--- config.mk ---
export PLATFORM = sky130hd
export DESIGN_NAME = dbg_entry_unit
export DESIGN_NICKNAME = d
export VERILOG_FILES = /design/src/rtl/dbg_entry_pkg.sv /design/src/rtl/dbg_ibreak_unit.sv /design/src/rtl/dbg_icount_unit.sv /design/src/rtl/dbg_cause_arb.sv /design/src/rtl/dbg_entry_unit.sv
export SDC_FILE = /design/constraint.sdc
export NUM_CORES = 1
export LEC_CHECK = 0
export ABC_CLOCK_PERIOD_IN_PS = 6100
export CAP_MARGIN = 0
export CELL_PAD_IN_SITES_DETAIL_PLACEMENT = 1
export CELL_PAD_IN_SITES_GLOBAL_PLACEMENT = 2
export CORE_MARGIN = 3
export CORE_UTILIZATION = 31
export CTS_CLUSTER_DIAMETER = 30
export DETAILED_ROUTE_END_ITERATION = 8
export PLACE_DENSITY_LB_ADDON = 0.1
export SLEW_MARGIN = 20
export SYNTH_ARGS = -nofsm -noshare
export SYNTH_HDL_FRONTEND = slang
export SYNTH_HIERARCHICAL = 1
export SYNTH_SLANG_ARGS = --single-unit
--- constraint.sdc ---
create_clock -name clk -period 6.1 [get_ports clk]
set_input_delay 1.83 -clock clk [delete_from_list [all_inputs] [get_ports clk]]
set_output_delay 1.83 -clock clk [all_outputs]
set_load 0.005 [all_outputs]
--- src/rtl/dbg_entry_pkg.sv ---
// Package: shared constants and types for the debug entry unit.
// Assumes: the debug level is fixed at build time.
package dbg_entry_pkg;
    localparam int DEBUG_LEVEL = 6;
    localparam int NUM_SRC     = 5;
    localparam int CHAN_LSB    = 8;

    // Trigger index; the index is also the cause bit position and the priority (0 highest).
    localparam int SRC_ICOUNT = 0;
    localparam int SRC_IBRK   = 1;
    localparam int SRC_DBRK   = 2;
    localparam int SRC_BRK3   = 3;
    localparam int SRC_BRK2   = 4;

    typedef enum logic [1:0] {
        SEL_IB_ADDR = 2'd0,
        SEL_IB_EN   = 2'd1,
        SEL_ICNT    = 2'd2,
        SEL_ICLVL   = 2'd3
    } dbg_sel_e;
endpackage

--- src/rtl/dbg_ibreak_unit.sv ---
// Module: single instruction-address breakpoint comparator with enable.
// Assumes: writes take effect at the clock edge; the compare uses registered state only.
module dbg_ibreak_unit #(
    parameter int AW = 32
) (
    input  logic          clk,
    input  logic          rst_n,
    input  logic          wr_addr,
    input  logic          wr_en,
    input  logic [AW-1:0] wdata_addr,
    input  logic          wdata_en,
    input  logic [AW-1:0] pc,
    output logic          hit
);
    logic [AW-1:0] bp_addr;
    logic          bp_on;

    // Holds the programmed address and the enable bit.
    always_ff @(posedge clk) begin
        if (!rst_n) begin
            bp_addr <= '0;
            bp_on   <= 1'b0;
        end else begin
            if (wr_addr) bp_addr <= wdata_addr;
            if (wr_en)   bp_on   <= wdata_en;
        end
    end

    // Flags a match on the current PC when enabled.
    always_comb begin
        hit = bp_on && (pc == bp_addr);
    end
endmodule

--- src/rtl/dbg_icount_unit.sv ---
// Module: instruction counter with level threshold for single-step traps.
// Assumes: retire is high only for instructions that actually execute.
module dbg_icount_unit #(
    parameter int CNT_W = 32,
    parameter int LVL_W = 4
) (
    input  logic             clk,
    input  logic             rst_n,
    input  logic             wr_cnt,
    input  logic             wr_lvl,
    input  logic [CNT_W-1:0] wdata_cnt,
    input  logic [LVL_W-1:0] wdata_lvl,
    input  logic [LVL_W-1:0] cur_level,
    input  logic             retire,
    output logic             fire
);
    logic [CNT_W-1:0] count;
    logic [LVL_W-1:0] thresh;
    logic             eligible;

    // Decides whether the current level lets counting happen.
    always_comb begin
        eligible = cur_level < thresh;
        fire     = eligible && (&count);
    end

    // Counter: a write wins over an increment.
    always_ff @(posedge clk) begin
        if (!rst_n)                 count <= '0;
        else if (wr_cnt)            count <= wdata_cnt;
        else if (retire && eligible) count <= count + CNT_W'(1);
    end

    // Threshold register.
    always_ff @(posedge clk) begin
        if (!rst_n)      thresh <= '0;
        else if (wr_lvl) thresh <= wdata_lvl;
    end
endmodule

--- src/rtl/dbg_cause_arb.sv ---
// Module: fixed-priority picker that builds a one-hot cause value.
// Assumes: request index 0 has the highest priority; the data-breakpoint index carries a channel.
module dbg_cause_arb #(
    parameter int DCH_W   = 2,
    parameter int CAUSE_W = 8 + DCH_W
) (
    input  logic [dbg_entry_pkg::NUM_SRC-1:0] req,
    input  logic [DCH_W-1:0]                  chan,
    output logic [CAUSE_W-1:0]                cause,
    output logic                              any
);
    import dbg_entry_pkg::*;

    logic [NUM_SRC-1:0] above;

    // Marks, for each index, whether a higher-priority request is present.
    always_comb begin
        above[0] = 1'b0;
        for (int i = 1; i < NUM_SRC; i++) begin
            above[i] = above[i-1] | req[i-1];
        end
    end

    // Builds the cause value from the winning request.
    always_comb begin
        cause = '0;
        for (int i = 0; i < NUM_SRC; i++) begin
            cause[i] = req[i] & ~above[i];
        end
        if (cause[SRC_DBRK]) cause[CHAN_LSB +: DCH_W] = chan;
        any = |req;
    end
endmodule

--- src/rtl/dbg_entry_unit.sv ---
// Module: top of the debug exception decision; registers the entry state one cycle after issue.
// Assumes: one instruction per cycle at most; AW and CNT_W do not exceed DW.
module dbg_entry_unit #(
    parameter int AW    = 32,
    parameter int DW    = 32,
    parameter int CNT_W = 32,
    parameter int LVL_W = 4,
    parameter int DCH_W = 2,
    localparam int CAUSE_W = dbg_entry_pkg::CHAN_LSB + DCH_W,
    localparam int PS_W    = LVL_W + 1
) (
    input  logic               clk,
    input  logic               rst_n,
    input  logic               issue_valid,
    input  logic [AW-1:0]      issue_pc,
    input  logic               is_brk3,
    input  logic               is_brk2,
    input  logic               dhit,
    input  logic [DCH_W-1:0]   dhit_chan,
    input  logic [LVL_W-1:0]   cur_level,
    input  logic               reg_we,
    input  logic [1:0]         reg_sel,
    input  logic [DW-1:0]      reg_wdata,
    output logic               take_exc,
    output logic [CAUSE_W-1:0] cause,
    output logic [AW-1:0]      save_pc,
    output logic [PS_W-1:0]    ps_low
);
    import dbg_entry_pkg::*;

    localparam logic [LVL_W-1:0] DBG_LVL  = LVL_W'(DEBUG_LEVEL);
    localparam logic [PS_W-1:0]  PS_ENTRY = {1'b1, DBG_LVL};

    logic                    wr_ib_addr, wr_ib_en, wr_cnt, wr_lvl;
    logic                    ib_hit, ic_fire, gate, any, retire;
    logic [NUM_SRC-1:0]      req;
    logic [CAUSE_W-1:0]      cause_c;

    // Decodes the register write select.
    always_comb begin
        wr_ib_addr = reg_we && (reg_sel == SEL_IB_ADDR);
        wr_ib_en   = reg_we && (reg_sel == SEL_IB_EN);
        wr_cnt     = reg_we && (reg_sel == SEL_ICNT);
        wr_lvl     = reg_we && (reg_sel == SEL_ICLVL);
    end

    dbg_ibreak_unit #(.AW(AW)) u_ibrk (
        .clk        (clk),
        .rst_n      (rst_n),
        .wr_addr    (wr_ib_addr),
        .wr_en      (wr_ib_en),
        .wdata_addr (reg_wdata[AW-1:0]),
        .wdata_en   (reg_wdata[0]),
        .pc         (issue_pc),
        .hit        (ib_hit)
    );

    dbg_icount_unit #(.CNT_W(CNT_W), .LVL_W(LVL_W)) u_icnt (
        .clk       (clk),
        .rst_n     (rst_n),
        .wr_cnt    (wr_cnt),
        .wr_lvl    (wr_lvl),
        .wdata_cnt (reg_wdata[CNT_W-1:0]),
        .wdata_lvl (reg_wdata[LVL_W-1:0]),
        .cur_level (cur_level),
        .retire    (retire),
        .fire      (ic_fire)
    );

    // Gathers trigger requests under the debug-level gate.
    always_comb begin
        gate           = issue_valid && (cur_level < DBG_LVL);
        req            = '0;
        req[SRC_ICOUNT] = gate && ic_fire;
        req[SRC_IBRK]   = gate && ib_hit;
        req[SRC_DBRK]   = gate && dhit;
        req[SRC_BRK3]   = gate && is_brk3;
        req[SRC_BRK2]   = gate && is_brk2;
    end

    dbg_cause_arb #(.DCH_W(DCH_W), .CAUSE_W(CAUSE_W)) u_arb (
        .req   (req),
        .chan  (dhit_chan),
        .cause (cause_c),
        .any   (any)
    );

    // An instruction executes when issued and not replaced by an exception.
    always_comb begin
        retire = issue_valid && !any;
    end

    // Registers the entry state; zero when nothing is taken.
    always_ff @(posedge clk) begin
        if (!rst_n) begin
            take_exc <= 1'b0;
            cause    <= '0;
            save_pc  <= '0;
            ps_low   <= '0;
        end else begin
            take_exc <= any;
            cause    <= any ? cause_c  : '0;
            save_pc  <= any ? issue_pc : '0;
            ps_low   <= any ? PS_ENTRY : '0;
        end
    end
endmodule

== Yosys cells after proc, flatten, opt, wreduce, memory -nomap -nowiden ==
Index checks and enable logic that the tools add are counted.
Word-level totals
  register bits after elaboration: 117
Cells by class
  add/subtract/negate cells: 1
  order comparisons: 2
  equality and inequality tests: 4
  muxes and demuxes: 3
  bitwise logic cells: 11
  reductions and logical operators: 21
Operator list (count)
  $mux 32: 2
  $add 32x1->32 const B: 1
  $eq 32x32->1: 1
  $reduce_and 32->1: 1
  $logic_and 1x1->1: 14
  $mux 5: 1
  $reduce_or 5->1: 1
  $and 1x1->1: 4
  $eq 2x2->1 const B: 2
  $lt 4x3->1 const B: 1
  $lt 4x4->1: 1
  $not 1->1: 4
  $or 1x1->1: 3
  $reduce_and 3->1: 1
  $eq 2x1->1 const B: 1
  $logic_not 2->1: 1
  $reduce_and 2->1: 1
  $reduce_bool 2->1: 1
  $logic_not 1->1: 1

== Depth between registers and ports, before layout ==
  depth in word-level cells: 9
  mapped depth: 16
  depth with buffers taken out: 13

== By module ==
The synthesis kept the hierarchy.
By module, submodules not included
  dbg_icount_unit: instances 1, cells an instance 249, area each 2249.7 sq um
  dbg_ibreak_unit: instances 1, cells an instance 150, area each 1591.5 sq um
  dbg_entry_unit: instances 1, cells an instance 112, area each 1341.3 sq um
  dbg_cause_arb: instances 1, cells an instance 14, area each 97.6 sq um

== Least setup slack after synthesis ==
Ideal clock, no wire load.
  kind: input port to flip-flop
  from: input cur_level[3]
  to: register u_icnt.count[30]
  library setup time: 0.132 ns
  data arrival time: 4.743 ns
  data required time: 5.968 ns
  setup slack: 1.224 ns
  stages: 14
  buffers on the path: 2
  cells stage by stage: ha_1 -> o21a_1 -> buf_2 -> buf_2 -> a2111oi_0 -> and4b_1 -> nor2_2 -> nand3b_1 -> nor2b_1 -> or4b_1 -> a21o_4 -> a2111oi_4 -> xnor2_1 -> a21oi_1
Between the ends
  word-level cells in the longest chain between the ends: 8
RTL lines
  start, declared: line dbg_entry_unit.sv:20  | input logic [LVL_W-1:0] cur_level,
  $lt 4x4->1: line dbg_icount_unit.sv:23  | eligible = cur_level < thresh;
  $logic_and 1x1->1: line dbg_icount_unit.sv:24  | fire = eligible && (&count);
  via ic_fire: line dbg_entry_unit.sv:35  | logic ib_hit, ic_fire, gate, any, retire;
  $logic_and 1x1->1: line dbg_entry_unit.sv:74  | req[SRC_ICOUNT] = gate && ic_fire;
  via req[0]: line dbg_entry_unit.sv:36  | logic [NUM_SRC-1:0] req;
  $reduce_or 5->1: line dbg_cause_arb.sv:31  | any = |req;
  via any: line dbg_entry_unit.sv:35
  $logic_not 1->1: line dbg_entry_unit.sv:90  | retire = issue_valid && !any;
  $logic_and 1x1->1: line dbg_entry_unit.sv:90
  via retire: line dbg_entry_unit.sv:35
  $logic_and 1x1->1: line dbg_icount_unit.sv:31  | else if (retire && eligible) count <= count + CNT_W'(1);
  $reduce_bool 2->1 (no source line)
  end signal, assigned: line dbg_icount_unit.sv:30  | else if (wr_cnt) count <= wdata_cnt;
  end signal, assigned: line dbg_icount_unit.sv:31
  end, declared: line dbg_icount_unit.sv:17  | logic [CNT_W-1:0] count;
The timed path passes the listed nets, and every way through them passes these cells.
A chain may end at the register's enable or synchronous reset.

== Worst setup path in the final report ==
  from: input cur_level[3]
  to: register u_icnt.count[0]
Same word-level chain as after synthesis.

==> flow_summary.ini <==
[yosys]
yosys.cell_types.count = 52
synth_xor_xnor_area_share_pct = 9.62
yosys-mux-area-fraction_pct = 7.20
yosys.area_share.simple_pct = 20.9
synth_area_leader_cell = dfxtp_1
yosysSeqAreaShare_pct = 42.5
netlist_instances = 525
yosysWarnings = 6
synth_area_leaders = dfxtp_1, mux2i_1, xor2_1
synth_flop_cell = dfxtp_1
synth-compound-area-share_pct = 13.7
syn_area_sq_um = 5280
synth_seq_cells = 112
synthArstFlopShare_pct = 0
avgSynthCellArea_sq_um = 10.1
synth_top_area_share_pct = 42.5
synth_top_family_by_area = simple AND/OR/NAND/NOR gates
synth_edf_count = 0
synth_adder_area_share_pct = 0.948

[floorplanning]
die_h_um = 137
initial_core_util_pct = 31.7
io_pins = 127
core_sq_um = 16600
die_width_um = 137
fp.dieArea_sq_um = 18600
rows = 47

[setup_path]
cp_cell_sequence = clkdlybuf4s50_1, ha_1, or3b_2, a2111oi_0, and4b_1, nor2_2, nand3b_1, nor2b_1, nor2b_1, nand2b_1, nand2_1, xor2_1, o211a_1
worstSetupPathType = primary input to flop
cp-start-kind = primary input
endpoint_kind = flop
reg2regPathDepth = 13
crit_required_ns = 6.35
cp_slowest_cell = clkdlybuf4s50_1
crit_top_cell = nor2b_1
crit_fanout = 8
cp_num_buf_inv = 1
critPathMaxStageDelay_ns = 0.52
crit_family = simple AND/OR/NAND/NOR gates
crit_cells = 13
cp.arrival_ns = 5.36

[pwr]
power.density_nw_per_um2 = 227
clockPowerShare_pct = 36.9
intPower_w = 0.00116
pwr-share-comb_pct = 13.4
p_leak_nw = 2.50
switching_power_w = 0.000407
switching_share_pct = 25.9
p_seq_share_pct = 49.7
ir_drop_uv = 141

[timing]
max_freq_ghz = 0.196
rsz0062_at_grt = no
skew_ns = 0.0106
drv_slew = 0
tightestPinTransition_ns = 0.996
fin_crit_ns = 5.11
hold_viol = 0
maxSlewHeadroom_pct = 33.6
setup_viol = 0
period_share_pct = 83.8
tns_ns = 0

[clock_network]
cts_setup_buffers = 0
h-tree-depth = 3
clk_pin_slew_ns = 0.07
clkLatencyLatePin_ns = 0.36
cts-hold-fix-buffers = 0
clockBufferDepth = 2
ctsResizeCount = 0
cts_tree = yes
cts_buffers = 9
cts_root_buf = clkbuf_16
cts.sinks = 112

[global_route]
grt.overflow.total = 0
grt_pass1_wl_um = 25100
antenna_found_initial = 0
grt_pass1_vias = 4420
grt_usage_pct = 17.8
grt_max_degree = 68

[routing]
wl_per_cell_um = 19.3
viasPerCell = 4.96
wl_um = 16400
drc = 0
first_iter_violations = 171
firstDrtPassIters = 4
dr_total_vias = 4234
postRouteAntennaNets = 0

[finish]
n_antenna_cell = 0
drive_above_1_share_pct = 12.8
fin_nets = 712
syn2layout_area_growth_pct = 31.0
fill_cells = 1855
finalNonFillerCells = 854

[flow_run]
cap_violations = 0

[placed_design]
gp_congestion = 0.763
io_buffer_count = 124
dp.cells = 838
hpwlAfterDp_um = 12500

[worst_hold_path]
worstHoldPathCells = 2
holdCritPathClass = flop to flop

[status]
outcome = finished, final reports clean
## cell usage after synthesis (5+ instances only)
| cell type | n |
|---|---|
| buf_4 | 13 |
| xnor2_1 | 26 |
| nand4_1 | 9 |
| nor4_1 | 8 |
| and4b_1 | 5 |
| buf_2 | 8 |
| and3_2 | 32 |
| dfxtp_1 | 112 |
| clkbuf_1 | 16 |
| and3_1 | 17 |
| a21oi_1 | 31 |
| xor2_1 | 32 |
| and4_1 | 8 |
| nand2_1 | 12 |
| nor2b_1 | 40 |
| mux2i_1 | 38 |
| o21ai_0 | 29 |
| a2111oi_2 | 9 |
| a211oi_1 | 7 |
| inv_1 | 7 |
| nand3_1 | 12 |
## state kept, by name (all words and copies together) (netlist names)
signal	cells
ps_low	1
u_icnt/count	32
u_ibrk/bp_on	1
u_ibrk/bp_addr	32
cause	10
u_icnt/thresh	4
save_pc	32
## cells in the final DEF (no fill, tap or decap), drive strengths merged, types with 11 or more instances in the layout
cell and count:
a2111oi 14, a21oi 31, and3 49, clkbuf 11, clkdlybuf4s50 123, dfxtp 112
mux2i 38, nand2 13, nand3 14, nor2b 40, o21ai 29, xnor2 26
xor2 32
## worst register-to-register path, cell delays in order (launching register included)
cell	delay, ns
dfxtp_1	0.33
ha_1	0.25
and2_1	0.20
nand4_1	0.28
a2111oi_0	0.15
and4b_1	0.27
nor2_2	0.16
nand3b_1	0.12
nor2b_1	0.18
nor2b_1	0.27
nand4_1	0.35
a211o_1	0.44
o31a_1	0.28
o311a_1	0.30
## cell families (layout without fill, tap and decap cells)
family                   after synthesis  in the layout
AND/OR/NAND/NOR                      167            167
flip-flops                           112            112
AO/OA/AOI/OAI                         94             94
XOR/XNOR                              58             58
buffers and inverters                 50            156
multiplexers                          38             38
adder cells (fa/ha/maj)                4              4
other                                  2              5
## metal layers
metal / up-vias / global-route usage, % / wire length [um]
met2: 96 / 30.9 / 8090
met5: - / 0 / 0
met1: 2062 / 22.1 / 7280
li1: 2064 / - / -
met4: 0 / 5.88 / 259
met3: 12 / 3.75 / 806
## final timing paths
check / from / to / slack [ns]
setup / recovery: cur_level[3] / u_icnt/count[0]$_SDFFE_PN0P_ / 0.99
hold / removal: u_icnt/thresh[0]$_SDFFE_PN0P_ / u_icnt/thresh[0]$_SDFFE_PN0P_ / 0.53
setup reg to reg: u_icnt/count[0]$_SDFFE_PN0P_ / u_icnt/count[31]$_SDFFE_PN0P_ / 2.41
hold reg to reg: u_icnt/thresh[0]$_SDFFE_PN0P_ / u_icnt/thresh[0]$_SDFFE_PN0P_ / 0.53
## power groups by stage
| stage | clock, W | sequential, W | combinational, W |
|---|---|---|---|
| 6_report | 0.000580 | 0.000780 | 0.000210 |
| 3_5_place_dp | 0 | 0.000797 | 0.000213 |
| 5_1_grt | 0.000625 | 0.000784 | 0.000229 |
| 4_1_cts | 0.000602 | 0.000780 | 0.000214 |
| 3_3_place_gp | 0 | 0.000796 | 0.000210 |
| 2_1_floorplan | 0 | 0.000793 | 0.000102 |
## through the flow
stage               util, %  hold slack, ns  cell area, sq um  total power, W  worst slack (ns)
global route           41.6           0.557              6920         0.00164             0.661
CTS                    41.6           0.533              6920         0.00160             0.944
detailed placement     39.9           0.513              6640         0.00101             0.570
finish                 41.6           0.531              6920         0.00157             0.989
floorplan                 -           0.482              5290        0.000895              1.22
global placement       39.9           0.503              6640         0.00101             0.682
## final cells by class
cell class / count / area, sq um / area share [%]
Inverter: 7 / 26.3 / 0.380
Clock buffer: 11 / 243 / 3.51
Multi-Input combinational cell: 366 / 2790 / 40.3
Sequential cell: 112 / 2240 / 32.4
Tap cell: 220 / 275 / 3.98
Clock inverter: 5 / 38.8 / 0.561
Timing Repair Buffer: 133 / 1300 / 18.8
(Power assumes the default switching activity.)
